### src/rtl/txs_pkg.sv
package txs_pkg;
  typedef enum logic [1:0] {
    ST_IDLE = 2'd0,
    ST_PRE  = 2'd1,
    ST_HDR  = 2'd2,
    ST_DATA = 2'd3
  } txs_state_e;
endpackage

### src/rtl/txs_bitclk.sv
module txs_bitclk #(
  parameter int RATE_W = 2
) (
  input  logic              clk,
  input  logic              rst_n,
  input  logic              run,
  input  logic [RATE_W-1:0] rate_sel,
  input  logic              sample_rise,
  output logic              bit_clk,
  output logic              tick
);
  localparam int DIV_W = (1 << RATE_W) - 1;

  logic [DIV_W-1:0] cnt_q, cnt_d, lim;
  logic             bclk_q, bclk_d, toggle;

  assign lim    = DIV_W'((32'd1 << rate_sel) - 32'd1);
  assign toggle = run && (cnt_q == lim);
  // capture happens when the clock is about to move to the selected level
  assign tick   = toggle && (bclk_q != sample_rise);

  always_comb begin
    cnt_d  = cnt_q;
    bclk_d = bclk_q;
    if (!run) begin
      cnt_d  = '0;
      bclk_d = 1'b0;
    end else if (toggle) begin
      cnt_d  = '0;
      bclk_d = ~bclk_q;
    end else begin
      cnt_d  = cnt_q + 1'b1;
    end
  end

  always_ff @(posedge clk or negedge rst_n) begin
    if (!rst_n) begin
      cnt_q  <= '0;
      bclk_q <= 1'b0;
    end else begin
      cnt_q  <= cnt_d;
      bclk_q <= bclk_d;
    end
  end

  assign bit_clk = bclk_q;
endmodule

### src/rtl/txs_fsm.sv
module txs_fsm
  import txs_pkg::*;
#(
  parameter int PRE_W    = 6,
  parameter int HDR_BITS = 48
) (
  input  logic             clk,
  input  logic             rst_n,
  input  logic             tx_en,
  input  logic             int_pre,
  input  logic [PRE_W-1:0] pre_len,
  input  logic             tick,
  output txs_state_e       state,
  output logic             tx_rdy
);
  localparam int HW = $clog2(HDR_BITS);
  localparam int CW = (PRE_W > HW) ? PRE_W : HW;

  txs_state_e    st_q, st_d;
  logic [CW-1:0] cnt_q, cnt_d;
  logic          en_q, rdy_q, rdy_d, start;

  assign start = tx_en && !en_q;

  always_comb begin
    st_d  = st_q;
    cnt_d = cnt_q;
    unique case (st_q)
      ST_IDLE: begin
        cnt_d = '0;
        if (start) begin
          if (!int_pre)            st_d = ST_DATA;
          else if (pre_len == '0)  st_d = ST_HDR;
          else                     st_d = ST_PRE;
        end
      end
      ST_PRE: if (tick) begin
        if (cnt_q == CW'(pre_len) - CW'(1)) begin
          st_d  = ST_HDR;
          cnt_d = '0;
        end else begin
          cnt_d = cnt_q + 1'b1;
        end
      end
      ST_HDR: if (tick) begin
        if (cnt_q == CW'(HDR_BITS - 1)) begin
          st_d  = ST_DATA;
          cnt_d = '0;
        end else begin
          cnt_d = cnt_q + 1'b1;
        end
      end
      default: ;
    endcase
    if (st_q != ST_IDLE && !tx_en) begin
      st_d  = ST_IDLE;
      cnt_d = '0;
    end
    rdy_d = (st_d == ST_DATA) && int_pre;
  end

  always_ff @(posedge clk or negedge rst_n) begin
    if (!rst_n) begin
      st_q  <= ST_IDLE;
      cnt_q <= '0;
      en_q  <= 1'b0;
      rdy_q <= 1'b0;
    end else begin
      st_q  <= st_d;
      cnt_q <= cnt_d;
      en_q  <= tx_en;
      rdy_q <= rdy_d;
    end
  end

  assign state  = st_q;
  assign tx_rdy = rdy_q;
endmodule

### src/rtl/txs_deser.sv
module txs_deser #(
  parameter int BYTE_W = 8
) (
  input  logic              clk,
  input  logic              rst_n,
  input  logic              active,
  input  logic              take,
  input  logic              din,
  output logic [BYTE_W-1:0] byte_out,
  output logic              byte_vld
);
  localparam int CNT_W = $clog2(BYTE_W);

  logic [BYTE_W-1:0] sh_q, sh_d, out_q, out_d, shifted;
  logic [CNT_W-1:0]  cnt_q, cnt_d;
  logic              vld_d, vld_q;

  // new bit enters at the top so the first bit ends at position 0
  assign shifted = {din, sh_q[BYTE_W-1:1]};

  always_comb begin
    sh_d  = sh_q;
    cnt_d = cnt_q;
    out_d = out_q;
    vld_d = 1'b0;
    if (!active) begin
      cnt_d = '0;
    end else if (take) begin
      sh_d = shifted;
      if (cnt_q == CNT_W'(BYTE_W - 1)) begin
        cnt_d = '0;
        out_d = shifted;
        vld_d = 1'b1;
      end else begin
        cnt_d = cnt_q + 1'b1;
      end
    end
  end

  always_ff @(posedge clk or negedge rst_n) begin
    if (!rst_n) begin
      sh_q  <= '0;
      cnt_q <= '0;
      out_q <= '0;
      vld_q <= 1'b0;
    end else begin
      sh_q  <= sh_d;
      cnt_q <= cnt_d;
      out_q <= out_d;
      vld_q <= vld_d;
    end
  end

  assign byte_out = out_q;
  assign byte_vld = vld_q;
endmodule

### src/rtl/tx_serial_ctrl.sv
module tx_serial_ctrl
  import txs_pkg::*;
#(
  parameter int PRE_W    = 6,
  parameter int HDR_BITS = 48,
  parameter int RATE_W   = 2,
  parameter int BYTE_W   = 8
) (
  input  logic              clk,
  input  logic              rst_n,
  input  logic              tx_en,
  input  logic              int_pre,
  input  logic              edge_sel,
  input  logic [RATE_W-1:0] rate_sel,
  input  logic [PRE_W-1:0]  pre_len,
  input  logic              ser_in,
  output logic              bit_clk,
  output logic              tx_rdy,
  output logic [BYTE_W-1:0] byte_out,
  output logic              byte_vld
);
  txs_state_e state;
  logic       tick;
  logic       in_data;

  assign in_data = (state == ST_DATA);

  txs_bitclk #(.RATE_W(RATE_W)) u_clk (
    .clk         (clk),
    .rst_n       (rst_n),
    .run         (state != ST_IDLE),
    .rate_sel    (rate_sel),
    .sample_rise (edge_sel),
    .bit_clk     (bit_clk),
    .tick        (tick)
  );

  txs_fsm #(.PRE_W(PRE_W), .HDR_BITS(HDR_BITS)) u_fsm (
    .clk     (clk),
    .rst_n   (rst_n),
    .tx_en   (tx_en),
    .int_pre (int_pre),
    .pre_len (pre_len),
    .tick    (tick),
    .state   (state),
    .tx_rdy  (tx_rdy)
  );

  txs_deser #(.BYTE_W(BYTE_W)) u_deser (
    .clk      (clk),
    .rst_n    (rst_n),
    .active   (in_data),
    .take     (in_data && tick),
    .din      (ser_in),
    .byte_out (byte_out),
    .byte_vld (byte_vld)
  );
endmodule

### config.mk
export PLATFORM = sky130hd
export DESIGN_NAME = tx_serial_ctrl
export DESIGN_NICKNAME = d
export VERILOG_FILES = /design/src/rtl/txs_pkg.sv /design/src/rtl/txs_bitclk.sv /design/src/rtl/txs_fsm.sv /design/src/rtl/txs_deser.sv /design/src/rtl/tx_serial_ctrl.sv
export SDC_FILE = /design/constraint.sdc
export NUM_CORES = 1
export LEC_CHECK = 0
export BUFFER_PORTS_ARGS = -buffer_cell sky130_fd_sc_hd__buf_4
export CAP_MARGIN = 5
export CORE_MARGIN = 4
export CORE_UTILIZATION = 51
export CTS_CLUSTER_SIZE = 25
export DETAILED_ROUTE_END_ITERATION = 10
export PLACE_DENSITY = 0.79
export SYNTH_ARGS = -nofsm -noshare
export SYNTH_HDL_FRONTEND = slang
export SYNTH_HIERARCHICAL = 1
export SYNTH_SLANG_ARGS = --single-unit
### constraint.sdc
create_clock -name clk -period 2.1 [get_ports clk]
set_clock_uncertainty 0.1 [all_clocks]
set_input_delay 0.42 -clock clk [delete_from_list [all_inputs] [get_ports clk]]
set_output_delay 0.42 -clock clk [all_outputs]
set_load 0.02 [all_outputs]
After elaboration in Yosys (flattened, before gate mapping):

Cells that the tools add are included.

* shifts and indexed selects: 1
* mux-type cells: 25
* $add $sub $neg: 5
* reductions and logical operators: 15
* bitwise operators: 1
* eq/ne operators: 13

Operators by type and width (number)
* 6-bit 2-to-1 mux: 5
* 6-bit case mux with 3 select lines: 1
* 2-bit 2-to-1 mux: 8
* 3-bit 2-to-1 mux: 5
* 3-bit by 1-bit adder with 3-bit output (second input constant): 2
* 6-bit by 1-bit adder with 6-bit output (second input constant): 1
* 2-bit == test (second input constant): 3
* 6-bit == test: 1
* 6-bit == test (second input constant): 1
* 1-bit logical AND: 6
* 6-bit logical NOT: 1
* 3-bit by 2-bit inequality test with 1-bit output (second input constant): 2
* 2-bit case mux with 3 select lines: 1
* 3-bit AND reduction: 2
* 6-bit by 1-bit subtractor with 6-bit output (second input constant): 1
* 1-bit 2-to-1 mux: 5
* 4-bit nonzero test: 1
* 3-bit == test: 1
* 3-bit == test (second input constant): 1
* 1-bit by 2-bit left shift with 3-bit output (first input constant): 1
* 3-bit by 1-bit subtractor with 3-bit output (second input constant): 1
* 2-bit by 1-bit == test with 1-bit output (second input constant): 1
* 1-bit logical NOT: 2
* 2-bit logical NOT: 1
* 6 further kinds: 6

* word-level logic and storage cells: 70
* register bits: 34

Depth between registers and ports, before layout:

* depth after elaboration: 10
* gate-level depth with buffers: 9
* mapped depth without buffers: 9

Hierarchy:

Netlist, hierarchy kept.

Modules (own cells, without submodules)
* txs_fsm: instances 1, sequential area each 250.2 um^2, cells each 102, area an instance 873.3 um^2
* txs_deser: instances 1, sequential area each 475.5 um^2, cells each 47, area an instance 758.2 um^2
* txs_bitclk: instances 1, sequential area each 100.1 um^2, cells each 21, area an instance 235.2 um^2
* tx_serial_ctrl: instances 1, sequential area each 0.0 um^2, cells each 3, area an instance 21.3 um^2

Worst setup path before layout:

Ideal clock, no wire load.

* kind: input -> register
* start: in rate_sel[1]
* end: reg u_deser.out_q[0], in the netlist u_deser/byte_out[0]
* stages: 8
* setup time: 0.125 ns
* slack: -0.220 ns
* arrival: 2.096 ns
* required time: 1.875 ns
* path through: or3_4 -> o32ai_2 -> a31oi_2 -> nor2_1 -> and3_2 -> buf_4 -> nand3_4 -> mux2_2

* longest elaborated chain between the ends: 7

RTL lines
* from (decl): RTL line tx_serial_ctrl.sv:14 `input logic [RATE_W-1:0] rate_sel,`
* 1-bit by 2-bit left shift with 3-bit output: RTL line txs_bitclk.sv:17 `assign lim = DIV_W'((32'd1 << rate_sel) - 32'd1);`
* 3-bit by 1-bit subtractor with 3-bit output: RTL line txs_bitclk.sv:17
* 3-bit == test: RTL line txs_bitclk.sv:18 `assign toggle = run && (cnt_q == lim);`
* 1-bit logical AND: RTL line txs_bitclk.sv:18
* 1-bit logical AND: RTL line txs_bitclk.sv:20 `assign tick = toggle && (bclk_q != sample_rise);`
* via tick: RTL line tx_serial_ctrl.sv:23 `logic tick;`
* 1-bit logical AND: RTL line tx_serial_ctrl.sv:53 `.take (in_data && tick),`
* 3-bit AND reduction (no source line)
* to (signal assigned): RTL line txs_deser.sv:49 `out_q <= out_d;`
* to (decl): RTL line txs_deser.sv:14 `logic [BYTE_W-1:0] sh_q, sh_d, out_q, out_d, shifted;`

The timed path passes the listed nets, and every way through them passes these cells.
A chain may end at the register's enable or synchronous reset.

Final worst setup path:

* start: reg u_clk.cnt_q[1]
* end: reg u_fsm.cnt_q[2]

* longest elaborated chain between the ends: 5

RTL lines
* from (decl): RTL line txs_bitclk.sv:14 `logic [DIV_W-1:0] cnt_q, cnt_d, lim;`
* from (signal assigned): RTL line txs_bitclk.sv:41 `cnt_q <= cnt_d;`
* 3-bit == test (*): RTL line txs_bitclk.sv:18
* 1-bit logical AND (*): RTL line txs_bitclk.sv:18
* 1-bit logical AND (*): RTL line txs_bitclk.sv:20
* via tick: RTL line tx_serial_ctrl.sv:23
* 3-bit by 2-bit inequality test with 1-bit output (no source line)
* 3-bit AND reduction (no source line) (*)
* to (signal assigned): RTL line txs_fsm.sv:70 `cnt_q <= cnt_d;`
* to (decl): RTL line txs_fsm.sv:20 `logic [CW-1:0] cnt_q, cnt_d;`

Mark *: on every way through the listed nets, which the timed path passes. The rest lies on a longest branch.

==> impl_metrics.env <==
export IMPL_drc=0
export IMPL_clock_latency_ns=0.29
export IMPL_async_flop_share=1.000
export IMPL_fin_total_pwr_mw=2.257
export IMPL_grt_pass1_wl_um=6596
export IMPL_cp_end_kind="register"
export IMPL_cp_arrival_ns=2.32
export IMPL_synthesis_nets=198
export IMPL_cp_max_fo=3
export IMPL_yosys_cell_types_count=45
export IMPL_vias_per_cell=5.489
export IMPL_crit_start="u_clk/cnt_q[1]"
export IMPL_drt_first_pass_iters=4
export IMPL_status="finished, violations left"
export IMPL_clock_path_buffers=2
export IMPL_antenna_found_initial=0
export IMPL_synthToLayoutAreaGrowth_pct=32.74
export IMPL_dr_total_vias=1504
export IMPL_ys_flop_type="dfrtp_1"
export IMPL_fillCellCount=237
export IMPL_first_iter_violations=62
export IMPL_maxCapViolCount=0
export IMPL_drtAntennaViolNets=0
export IMPL_cp_required_ns=2.23
export IMPL_maxSlewHeadroom=0.7204
export IMPL_cts_buffers=5
export IMPL_r2r_start="u_clk/cnt_q[1]"
export IMPL_start_util=0.5485
export IMPL_layout_common_cells="buf_4 (45), dfrtp_1 (33), mux2_2 (15), nand2_1 (14), ha_1 (11)"
export IMPL_fin_util=0.7281
export IMPL_cp_start_kind="register"
export IMPL_p_per_area_nw_per_um2=900.5
export IMPL_yosysWarnings=6
export IMPL_violations="setup timing"
export IMPL_dp_hpwl_um=2896
export IMPL_netlist_instances=173
export IMPL_r2r_end="u_fsm/cnt_q[2]"
export IMPL_ioPinCount=25
export IMPL_ys_ff_latch=33
export IMPL_ctsHtreeMaxLevel=2
export IMPL_clk_pin_slew_ns=0.07
export IMPL_grt_overflow_total=0
export IMPL_grt_max_degree=34
export IMPL_rsz0062_at_grt="true"
export IMPL_diodes=0
export IMPL_hold_violations=0
export IMPL_place_gp_congestion=0.8640
export IMPL_root_buffer="clkbuf_8"
export IMPL_timing_final_ws_setup_ns=-0.09381
export IMPL_rows=21
export IMPL_slew_violations=0
export IMPL_final_nets=252
export IMPL_drt_wl_total_um=3937
export IMPL_cts_sinks=33
export IMPL_dieArea_um2=4740
export IMPL_crit_path_end="u_fsm/cnt_q[2]"
export IMPL_r2r_setup_slack_ns=-0.09
export IMPL_fin_crit_sh=1.045
export IMPL_setup_viol=17
export IMPL_synth_edf_count=0
export IMPL_io_buffer_count=24
export IMPL_worstMarginPinSlew_ns=0.4175
export IMPL_clock_fmax_mhz=455.8
export IMPL_cts_tree="yes"
export IMPL_peakVddDrop_v=0.0004074
export IMPL_grtUsageTotal=0.1874
export IMPL_wl_per_cell_um=14.37
export IMPL_r2r_cells=9
export IMPL_fp_dieW_um=68.85
export IMPL_grt_pass1_vias=1538
export IMPL_seq_area_frac_synth=0.4374
export IMPL_fp_dieH_um=68.85
export IMPL_syn_avg_cell_area_um2=10.91
export IMPL_drive_above_1_share=0.3772
export IMPL_timing_worst_setup_path_type="register to register"
export IMPL_pre_cts_ws_ns=-0.3609
export IMPL_synth_area_um2=1888
export IMPL_fp_coreArea_um2=3442
export IMPL_min_path_type="input port to register"
export IMPL_final_common_cell="buf_4"
export IMPL_fin_crit_ns=2.194
export IMPL_p_leak_nw=1.235
[logic make-up after synthesis]
family                   Yosys count  share of synthesized area
AO/OA/AOI/OAI                     33                     0.1319
flip-flops                        33                     0.4374
adder cells (fa/ha/maj)           11                    0.07289
AND/OR/NAND/NOR                   59                     0.1862
multiplexers                      18                     0.1054
buffers and inverters              9                    0.01988
XOR/XNOR                          10                    0.04639
[cell usage after synthesis, types with 2 or more instances]
cell type	instances	share of area
dfrtp_1	33	0.44
xnor2_1	3	0.014
and3_1	2	0.0066
nor2_1	8	0.016
nand2b_1	5	0.017
o22a_1	2	0.0093
xor2_1	7	0.032
o21ai_0	7	0.019
nor3_1	2	0.0053
nor2b_1	6	0.020
a31oi_1	2	0.0066
inv_1	8	0.016
ha_1	11	0.073
mux2i_1	3	0.016
a21oi_1	3	0.0079
a21o_1	3	0.012
nand2_1	14	0.028
and3_2	2	0.0079
o21a_1	3	0.012
nor3b_1	4	0.016
o211ai_1	2	0.0079
mux2_2	15	0.089
nand3_1	4	0.011
o31a_1	2	0.0093
nor3_2	2	0.011
[per-layer routing]
layer | global-route usage | vias to the layer above | share of wire
met5 | 0 | - | 0
met4 | 0.08516 | 0 | 0.018
met3 | 0.04862 | 6 | 0.044
met2 | 0.3464 | 29 | 0.54
met1 | 0.1967 | 741 | 0.39
li1 | - | 728 | -
[final cells by class]
| type | count | area (µm²) | area share |
|---|---|---|---|
| multi-input cells | 132 | 1117 | 0.4458 |
| flip-flops and latches | 33 | 825.8 | 0.3295 |
| repair buffers | 47 | 359.1 | 0.1433 |
| clock buffers | 7 | 86.33 | 0.03445 |
| well taps | 46 | 57.56 | 0.02297 |
| clock inverters | 1 | 30.03 | 0.01198 |
| inverters | 8 | 30.03 | 0.01198 |
[critical path: stages, from the launching register on]
cell and delay, ns:
dfrtp_1 0.38, or3_4 0.38, o32ai_4 0.26, a31oi_4 0.07
nor2_4 0.13, o32ai_2 0.10, nor3b_2 0.28, o211ai_1 0.14
a22oi_1 0.20, a21o_1 0.10
[how the worst min path moves through the flow]
stage / slack (ns) / depth (start not counted) / start / end
after global routing: 0.19 / 1 / tx_en / u_fsm/en_q
after detailed placement: 0.29 / 1 / rst_n / u_clk/cnt_q[1]
after CTS: 0.19 / 1 / tx_en / u_fsm/en_q
after floorplan: 0.02 / 0 / rst_n / u_clk/bit_clk
after global placement: 0.27 / 1 / rst_n / u_clk/cnt_q[1]
final: 0.19 / 1 / tx_en / u_fsm/en_q
[metrics by stage]
| step | cells | cell area, µm² | TNS [ns] | hold WS (ns) |
|---|---|---|---|---|
| after floorplan | 173 | 1919 | -1.359 | 0.02441 |
| after global placement | 262 | 2296 | -4.186 | 0.2742 |
| after detailed placement | 262 | 2296 | -5.979 | 0.2881 |
| after CTS | 272 | 2452 | -0.3241 | 0.1876 |
| after global routing | 274 | 2506 | -2.712 | 0.1865 |
| final | 274 | 2506 | -0.7138 | 0.1926 |
[sequential cells by signal (all words and copies together) (netlist names)]
signal	flops
u_fsm/state	2
u_clk/cnt_q	3
u_fsm/en_q	1
u_fsm/tx_rdy	1
u_deser/byte_out	8
u_deser/cnt_q	3
u_clk/bit_clk	1
u_deser/sh_q	7
u_deser/byte_vld	1
u_fsm/cnt_q	6
[repair_timing]
action / in CTS / in global routing
pin swaps: 1 / 6
cloned: 0 / 1
endpoints found under the hold margin: 33 / 0
setup endpoints to repair: 23 / 26
setup buffers: 1 / 1
gates resized for setup: 5 / 9
hold buffers: 1 / 0
[power breakdown]
group	internal [mW]	total (mW)	switching, mW
Sequential	0.695	0.755	0.0602
Combinational	0.429	0.892	0.463
Clock	0.387	0.610	0.224
Power figures use the tool's default switching activity.
